File: config.mk
export PLATFORM = sky130hd
export DESIGN_NAME = divpair_search
export DESIGN_NICKNAME = d
export VERILOG_FILES = /design/src/rtl/divpair_pkg.sv /design/src/rtl/divpair_div.sv /design/src/rtl/divpair_sweep.sv /design/src/rtl/divpair_best.sv /design/src/rtl/divpair_search.sv
export SDC_FILE = /design/constraint.sdc
export NUM_CORES = 2
export LEC_CHECK = 0
export BUFFER_PORTS_ARGS = -buffer_cell sky130_fd_sc_hd__buf_2
export CAP_MARGIN = 5
export CORE_MARGIN = 2
export CORE_UTILIZATION = 40
export CTS_BUF_LIST = sky130_fd_sc_hd__clkbuf_8
export DETAILED_ROUTE_END_ITERATION = 8
export GPL_TIMING_DRIVEN = 0
export HOLD_SLACK_MARGIN = 0.15
export PLACE_DENSITY_LB_ADDON = 0.25
export SETUP_SLACK_MARGIN = 0.1
export SYNTH_ARGS = -nofsm -noshare
export SYNTH_HDL_FRONTEND = slang
export SYNTH_SLANG_ARGS = --single-unit
File: constraint.sdc
create_clock -name clk -period 148 [get_ports clk]
set_clock_uncertainty 0.2 [all_clocks]
set_input_delay 7.4 -clock clk [delete_from_list [all_inputs] [get_ports clk]]
set_output_delay 7.4 -clock clk [all_outputs]
set_load 0.005 [all_outputs]
File: src/rtl/divpair_pkg.sv
package divpair_pkg;
  typedef enum logic [1:0] {
    ST_IDLE = 2'd0,
    ST_RUN  = 2'd1,
    ST_FIN  = 2'd2
  } dp_state_e;
endpackage

File: src/rtl/divpair_div.sv
// Combinational restoring divider: quotient and remainder of num / den.
module divpair_div #(
  parameter int NW = 32,
  parameter int DW = 7
) (
  input  logic [NW-1:0] num,
  input  logic [DW-1:0] den,
  output logic [NW-1:0] quo,
  output logic [DW-1:0] rem
);
  always_comb begin
    logic [DW:0] acc;
    acc = '0;
    quo = '0;
    for (int i = NW - 1; i >= 0; i--) begin
      acc = {acc[DW-1:0], num[i]};
      if (acc >= {1'b0, den}) begin
        acc    = acc - {1'b0, den};
        quo[i] = 1'b1;
      end
    end
    rem = acc[DW-1:0];
  end
endmodule

File: src/rtl/divpair_sweep.sv
// Nested candidate counter: outer pre index, inner post index.
module divpair_sweep #(
  parameter int PRE_MAX  = 8,
  parameter int POST_MAX = 64,
  localparam int PRE_W   = $clog2(PRE_MAX + 1),
  localparam int POST_W  = $clog2(POST_MAX + 1)
) (
  input  logic              clk,
  input  logic              rst_n,
  input  logic              clr,
  input  logic              step,
  output logic [PRE_W-1:0]  pre,
  output logic [POST_W-1:0] post,
  output logic              last_inner,
  output logic              last_all
);
  assign last_inner = (post == POST_W'(POST_MAX));
  assign last_all   = last_inner && (pre == PRE_W'(PRE_MAX));

  always_ff @(posedge clk or negedge rst_n) begin
    if (!rst_n) begin
      pre  <= PRE_W'(1);
      post <= POST_W'(1);
    end else if (clr) begin
      pre  <= PRE_W'(1);
      post <= POST_W'(1);
    end else if (step) begin
      if (last_inner) begin
        post <= POST_W'(1);
        pre  <= pre + PRE_W'(1);
      end else begin
        post <= post + POST_W'(1);
      end
    end
  end

  // inner index advances first, outer index holds
  p_inner_step_r3: assert property (@(posedge clk) disable iff (!rst_n)
    (step && !clr && !last_inner) |=> (post == $past(post) + POST_W'(1)) && (pre == $past(pre)));

  // inner wrap advances the outer index
  p_outer_step_r3: assert property (@(posedge clk) disable iff (!rst_n)
    (step && !clr && last_inner && !last_all) |=> (post == POST_W'(1)) && (pre == $past(pre) + PRE_W'(1)));

  // stepping indices stay in range
  p_range_r2: assert property (@(posedge clk) disable iff (!rst_n)
    step |-> (pre >= PRE_W'(1)) && (pre <= PRE_W'(PRE_MAX)) &&
             (post >= POST_W'(1)) && (post <= POST_W'(POST_MAX)));
endmodule

File: src/rtl/divpair_best.sv
// Holds the best pair and its absolute error; strict compare keeps ties.
module divpair_best #(
  parameter int RATE_W  = 32,
  parameter int PRE_W   = 4,
  parameter int POST_W  = 7
) (
  input  logic              clk,
  input  logic              rst_n,
  input  logic              clr,
  input  logic              en,
  input  logic [RATE_W:0]   cand_abs,
  input  logic [PRE_W-1:0]  cand_pre,
  input  logic [POST_W-1:0] cand_post,
  output logic [RATE_W:0]   best_abs,
  output logic [PRE_W-1:0]  best_pre,
  output logic [POST_W-1:0] best_post
);
  logic better;
  assign better = en && (cand_abs < best_abs);

  always_ff @(posedge clk or negedge rst_n) begin
    if (!rst_n) begin
      best_abs  <= '1;
      best_pre  <= PRE_W'(1);
      best_post <= POST_W'(1);
    end else if (clr) begin
      best_abs  <= '1;
      best_pre  <= PRE_W'(1);
      best_post <= POST_W'(1);
    end else if (better) begin
      best_abs  <= cand_abs;
      best_pre  <= cand_pre;
      best_post <= cand_post;
    end
  end

  // tracked error never grows during a sweep
  p_err_monotone_r2: assert property (@(posedge clk) disable iff (!rst_n)
    !clr |=> best_abs <= $past(best_abs));

  // an equal or worse candidate leaves the pair untouched
  p_tie_keep_r3: assert property (@(posedge clk) disable iff (!rst_n)
    (en && !clr && cand_abs >= best_abs) |=> $stable(best_pre) && $stable(best_post));
endmodule

File: src/rtl/divpair_search.sv
module divpair_search
  import divpair_pkg::*;
#(
  parameter int RATE_W     = 32,
  parameter int PRE_MAX    = 8,
  parameter int POST_MAX   = 64,
  parameter bit EXACT_STOP = 1'b0,
  localparam int PRE_W     = $clog2(PRE_MAX + 1),
  localparam int POST_W    = $clog2(POST_MAX + 1),
  localparam int PREC_W    = $clog2(PRE_MAX),
  localparam int POSTC_W   = $clog2(POST_MAX)
) (
  input  logic               clk,
  input  logic               rst_n,
  input  logic               start,
  input  logic [RATE_W-1:0]  parent_rate,
  input  logic [RATE_W-1:0]  target_rate,
  output logic               busy,
  output logic               done,
  output logic [PRE_W-1:0]   pre_sel,
  output logic [POST_W-1:0]  post_sel,
  output logic [PREC_W-1:0]  pre_code,
  output logic [POSTC_W-1:0] post_code,
  output logic [RATE_W-1:0]  rate_out
);
  dp_state_e state;

  logic [RATE_W-1:0] par_q, req_q, pre_q;
  logic              launch, running, finishing;

  logic [PRE_W-1:0]  cur_pre;
  logic [POST_W-1:0] cur_post;
  logic              last_inner, last_all;

  logic [RATE_W:0]   best_abs;
  logic [PRE_W-1:0]  best_pre;
  logic [POST_W-1:0] best_post;

  assign launch    = (state == ST_IDLE) && start;
  assign running   = (state == ST_RUN);
  assign finishing = (state == ST_FIN);
  assign busy      = (state != ST_IDLE);

  divpair_sweep #(.PRE_MAX(PRE_MAX), .POST_MAX(POST_MAX)) u_sweep (
    .clk(clk), .rst_n(rst_n), .clr(launch), .step(running),
    .pre(cur_pre), .post(cur_post),
    .last_inner(last_inner), .last_all(last_all)
  );

  // First stage: next pre-quotient while running, ceil of P/p while finishing.
  logic [PRE_W-1:0]  pd_den;
  logic [RATE_W-1:0] pd_quo;
  logic [PRE_W-1:0]  pd_rem;
  assign pd_den = finishing ? best_pre : (cur_pre + PRE_W'(1));

  divpair_div #(.NW(RATE_W), .DW(PRE_W)) u_pre_div (
    .num(par_q), .den(pd_den), .quo(pd_quo), .rem(pd_rem)
  );

  logic [RATE_W-1:0] ceil_pre;
  assign ceil_pre = pd_quo + RATE_W'(pd_rem != '0);

  // Second stage: candidate rate while running, ceil of the rounded value while finishing.
  logic [RATE_W-1:0] qd_num, qd_quo;
  logic [POST_W-1:0] qd_den, qd_rem;
  assign qd_num = finishing ? ceil_pre : pre_q;
  assign qd_den = finishing ? best_post : cur_post;

  divpair_div #(.NW(RATE_W), .DW(POST_W)) u_post_div (
    .num(qd_num), .den(qd_den), .quo(qd_quo), .rem(qd_rem)
  );

  logic [RATE_W-1:0] ceil_post;
  assign ceil_post = qd_quo + RATE_W'(qd_rem != '0);

  // Signed error with one guard bit, then magnitude.
  logic signed [RATE_W:0] diff;
  logic        [RATE_W:0] diff_abs;
  assign diff     = $signed({1'b0, qd_quo}) - $signed({1'b0, req_q});
  assign diff_abs = diff[RATE_W] ? $unsigned(-diff) : $unsigned(diff);

  divpair_best #(.RATE_W(RATE_W), .PRE_W(PRE_W), .POST_W(POST_W)) u_best (
    .clk(clk), .rst_n(rst_n), .clr(launch), .en(running),
    .cand_abs(diff_abs), .cand_pre(cur_pre), .cand_post(cur_post),
    .best_abs(best_abs), .best_pre(best_pre), .best_post(best_post)
  );

  logic stop_now;
  generate
    if (EXACT_STOP) begin : g_exact
      assign stop_now = last_all || (diff_abs == '0);
    end else begin : g_full
      assign stop_now = last_all;
    end
  endgenerate

  always_ff @(posedge clk or negedge rst_n) begin
    if (!rst_n) begin
      state     <= ST_IDLE;
      done      <= 1'b0;
      par_q     <= '0;
      req_q     <= '0;
      pre_q     <= '0;
      pre_sel   <= PRE_W'(1);
      post_sel  <= POST_W'(1);
      pre_code  <= '0;
      post_code <= '0;
      rate_out  <= '0;
    end else begin
      done <= 1'b0;
      unique case (state)
        ST_IDLE: begin
          if (start) begin
            par_q <= parent_rate;
            req_q <= target_rate;
            pre_q <= parent_rate;
            state <= ST_RUN;
          end
        end
        ST_RUN: begin
          if (last_inner) pre_q <= pd_quo;
          if (stop_now) state <= ST_FIN;
        end
        ST_FIN: begin
          pre_sel   <= best_pre;
          post_sel  <= best_post;
          pre_code  <= PREC_W'(best_pre - PRE_W'(1));
          post_code <= POSTC_W'(best_post - POST_W'(1));
          rate_out  <= ceil_post;
          done      <= 1'b1;
          state     <= ST_IDLE;
        end
        default: state <= ST_IDLE;
      endcase
    end
  end

  // completion is a single-cycle pulse
  p_done_pulse_r6: assert property (@(posedge clk) disable iff (!rst_n)
    done |=> !done);

  // done never overlaps busy
  p_done_idle_r6: assert property (@(posedge clk) disable iff (!rst_n)
    done |-> !busy);

  // captured operands are frozen during a search
  p_capture_r7: assert property (@(posedge clk) disable iff (!rst_n)
    busy |=> $stable(par_q) && $stable(req_q));

  // results only move together with done
  p_hold_r8: assert property (@(posedge clk) disable iff (!rst_n)
    !done |=> $stable(rate_out) || done);

  // code fields track the selected divisors
  p_codes_r4: assert property (@(posedge clk) disable iff (!rst_n)
    done |-> (pre_code == PREC_W'(pre_sel - PRE_W'(1))) &&
             (post_code == POSTC_W'(post_sel - POST_W'(1))));
endmodule

==> results.py <==
metrics = {
    "worst_setup_path": {
        "worstSetupPathDepth": 930,
        "worstSetupPathType": "flip-flop to flip-flop",
        "cp_slowest_cell": "o311ai_1",
        "worstPathMaxFanout": 21,
        "critPathArrivalTime_ns": 140.15,
        "end_kind": "flip-flop",
        "r2r_cells": 739,
        "worst-path-buf-inv": 90,
        "required_ns": 148.38,
        "crit_path_frequent_cell": "a21o_1",
        "cp_top_family": "compound AO/OA/AOI/OAI gates",
        "cp-start-kind": "flip-flop",
        "max_stage_delay_ns": 0.80,
    },
    "timing": {
        "finalHoldViolations": 0,
        "slew_violations": 0,
        "fin_crit_sh": 0.944,
        "worst_pin_slew_ns": 1.19,
        "max_freq_ghz": 0.00715,
        "relSlewSlack": 0.204,
        "hold_ws_ns": 0.258,
        "setup_viol": 0,
        "fin_crit_ns": 139.77,
    },
    "outcome": {
        "status": "complete, no violations",
    },
    "min_path": {
        "hold_path.class": "flip-flop to flip-flop",
        "hold_depth": 2,
    },
    "yosys": {
        "ys_seq_elements": 206,
        "synth_warnings": 0,
        "yosysTopAreaCell": "ha_1",
        "synth_nets": 4543,
        "synth-edff-count": 0,
        "syn_area_sq_um": 32100,
        "syn_inst": 3993,
        "ys_types": 126,
        "yosys-top-cells-area": "ha_1, dfrtp_1, xnor2_1",
        "synth_flop_cell": "dfrtp_1",
        "synth_top_area_frac": 0.164,
        "ys_seq_area_frac": 0.162,
        "synthArstFlopShare": 1.00,
        "syn-mean-instance-area_sq_um": 8.03,
    },
    "power_and_ir_drop": {
        "power_mw": 0.137,
        "p_clk_frac": 0.568,
        "p_per_area_nw_per_um2": 3.62,
        "p_sw_frac": 0.257,
        "p_leak_nw": 17.4,
        "power_switching_mw": 0.0353,
        "power_frac_seq": 0.411,
        "p_int_mw": 0.102,
        "comb_power_share": 0.021,
        "vdd_drop_max_v": 0.00000651,
    },
    "final_layout": {
        "syn_to_final_growth_pct": 18.3,
        "fin_cells": 5378,
        "nFillCells": 7822,
        "nNetsFinal": 4842,
        "fin_util": 0.480,
        "final_area_sq_um": 37900,
        "drive_gt1_frac": 0.186,
        "multi_input_area_sq_um": 26600,
        "final-seq-area_sq_um": 5200,
    },
    "die": {
        "dieHeight_um": 287,
        "die_area_sq_um": 82500,
        "core_sq_um": 79100,
        "rows": 103,
        "pin_count": 121,
        "start_util": 0.405,
        "die_w_um": 287,
    },
    "flow_run": {
        "cap_viol_max_count": 0,
    },
    "clock_network": {
        "hold_buffers": 0,
        "path_clk_slew_ns": 0.06,
        "cts_buffer_depth": 3,
        "cts_buffers": 44,
        "cts.htree.levels": 2,
        "root_buffer": "clkbuf_8",
        "clk_latency_ns": 0.68,
        "cts.sinks": 206,
        "tritoncts": "yes",
    },
    "detailed_routing": {
        "final_antenna_net_count": 0,
        "drtIter0Drc": 2066,
        "finalWirelength_um": 108000,
        "wl_per_cell_um": 20.1,
        "dr.pass1.iters": 5,
        "vias_per_cell": 5.76,
        "drc": 0,
        "vias": 30987,
    },
    "global_routing": {
        "grt_use_met1": 0.339,
        "grt_overflow": 0,
        "grt_util_met3": 0.0310,
        "grt_first_pass_wirelength_um": 167000,
        "busiest_layer": "met2",
        "antenna_found_initial": 1,
        "grt_pass1_vias": 30108,
        "grt_use_total": 0.254,
        "gr-usage-met2": 0.423,
        "grt_max_degree": 91,
    },
    "place": {
        "hpwl_um": 84500,
        "io_buffers": 120,
        "gp_congestion": 0.935,
        "place_inst": 5179,
        "dpl-instance-area_sq_um": 34500,
    },
}
cells in the mapped netlist (91+ instances only):
| library cell | number |
|---|---|
| o21ai_0 | 316 |
| a21oi_1 | 263 |
| xor2_1 | 138 |
| inv_1 | 262 |
| nand2b_1 | 132 |
| nand2_1 | 378 |
| ha_1 | 420 |
| nor2_1 | 235 |
| nor2b_1 | 91 |
| a21o_1 | 220 |
| xnor2_1 | 192 |
| mux2i_1 | 91 |
| dfrtp_1 | 167 |
timing repair:
action,CTS,global route
gates cloned,1,0
resized for setup,166,234
buffers inserted,20,106
setup endpoints to repair,76,76
pin swaps,10,59
per-layer routing:
metal | vias to the layer above | wire length, um
met4 | 0 | 3780
met5 | - | 0
met1 | 14963 | 48600
met3 | 203 | 5470
met2 | 812 | 50100
li1 | 15009 | -
final cells by class:
type | count | area share
Multi-Input combinational cell | 3383 | 0.700
Sequential cell | 206 | 0.137
Timing Repair Buffer | 262 | 0.0522
Tap cell | 1050 | 0.0346
Inverter | 282 | 0.0289
Buffer | 112 | 0.0192
Clock buffer | 52 | 0.0189
Clock inverter | 28 | 0.00874
Timing Repair inverter | 1 | 0.000231
Antenna cell | 2 | 0.000132
worst register-to-register path, delay by kind of cell (launching register included):
kind,cells,cell delay (ns)
flip-flops,1,0.62
AND/OR/NAND/NOR,169,24.30
XOR/XNOR,2,0.43
multiplexers,33,9.74
buffers and inverters,76,12.00
adder cells (fa/ha/maj),69,21.58
AO/OA/AOI/OAI,390,70.86
cell usage in the layout (no fill, tap or decap), types with 19 or more instances in the layout:
cell | netlist | final
o22ai_1 | 30 | 28
and3_1 | 21 | 20
dfrtp_1 | 167 | 167
nor4_1 | 29 | 28
a31oi_1 | 45 | 44
o21ai_0 | 316 | 294
a211oi_1 | 22 | 19
o31ai_1 | 32 | 30
buf_2 | 16 | 126
nand2b_1 | 132 | 127
mux2i_1 | 91 | 68
ha_1 | 420 | 414
nand2_1 | 378 | 374
a21oi_1 | 263 | 214
dfstp_2 | 39 | 39
nand3_1 | 59 | 58
or3_1 | 36 | 35
nor3_1 | 46 | 41
clkbuf_8 | 0 | 54
nor2b_1 | 91 | 90
xnor2_1 | 192 | 192
inv_1 | 262 | 269
fa_1 | 63 | 62
buf_4 | 10 | 137
xor2_1 | 138 | 138
and2_1 | 31 | 27
o21ai_1 | 27 | 36
clkbuf_1 | 85 | 45
o211ai_1 | 21 | 21
nand4_1 | 49 | 49
nor2_1 | 235 | 221
mux2_2 | 69 | 67
a21oi_2 | 5 | 41
a21o_1 | 220 | 218
worst paths after layout:
kind	slack, ns	startpoint	endpoint
min reg2reg	0.26	post_sel[0]	post_sel[0]
max in group asynchronous	139.86	rst_n	par_q[22]
min in group asynchronous	6.40	rst_n	req_q[9]
min	0.26	post_sel[0]	post_sel[0]
max reg2reg	8.23	u_sweep.pre[0]	u_best.best_abs[28]
max	8.23	u_sweep.pre[0]	u_best.best_abs[28]
power groups by stage:
| stage | Sequential (mW) | Clock [mW] | Combinational, mW |
|---|---|---|---|
| 2_1_floorplan | 0.0574 | 0 | 0.0000378 |
| 3_3_place_gp | 0.0574 | 0 | 0.00274 |
| 3_5_place_dp | 0.0574 | 0 | 0.00295 |
| 4_1_cts | 0.0564 | 0.0798 | 0.00296 |
| 5_1_grt | 0.0564 | 0.0817 | 0.00317 |
| 6_report | 0.0564 | 0.0780 | 0.00287 |
registers in the layout, indices dropped and copies added (netlist names):
| signal | count |
|---|---|
| done | 1 |
| par_q | 32 |
| post_code | 6 |
| post_sel | 7 |
| pre_code | 3 |
| pre_q | 32 |
| pre_sel | 4 |
| rate_out | 32 |
| req_q | 32 |
| state | 2 |
| u_best.best_abs | 33 |
| u_best.best_post | 7 |
| u_best.best_pre | 4 |
| u_sweep.post | 7 |
| u_sweep.pre | 4 |
cell families after synthesis:
kind of cell	after synthesis	share of synthesized area
muxes	176	0.0595
DFF	206	0.162
AOI/OAI and AO/OA	1213	0.252
buffers and inverters	404	0.0499
adders and majority gates	483	0.203
xor gates and xnor gates	330	0.0901
and+or+nand+nor	1181	0.183
per-stage QoR:
| step | setup TNS [ns] | setup WS, ns |
|---|---|---|
| after global routing | -20.14 | -0.527 |
| after floorplan | 0 | 11.48 |
| final | 0 | 8.23 |
| after detailed placement | -867.64 | -15.32 |
| after global placement | -1131.49 | -18.75 |
| after CTS | 0 | 0.110 |
No activity file was read; power rests on OpenSTA's default activity.
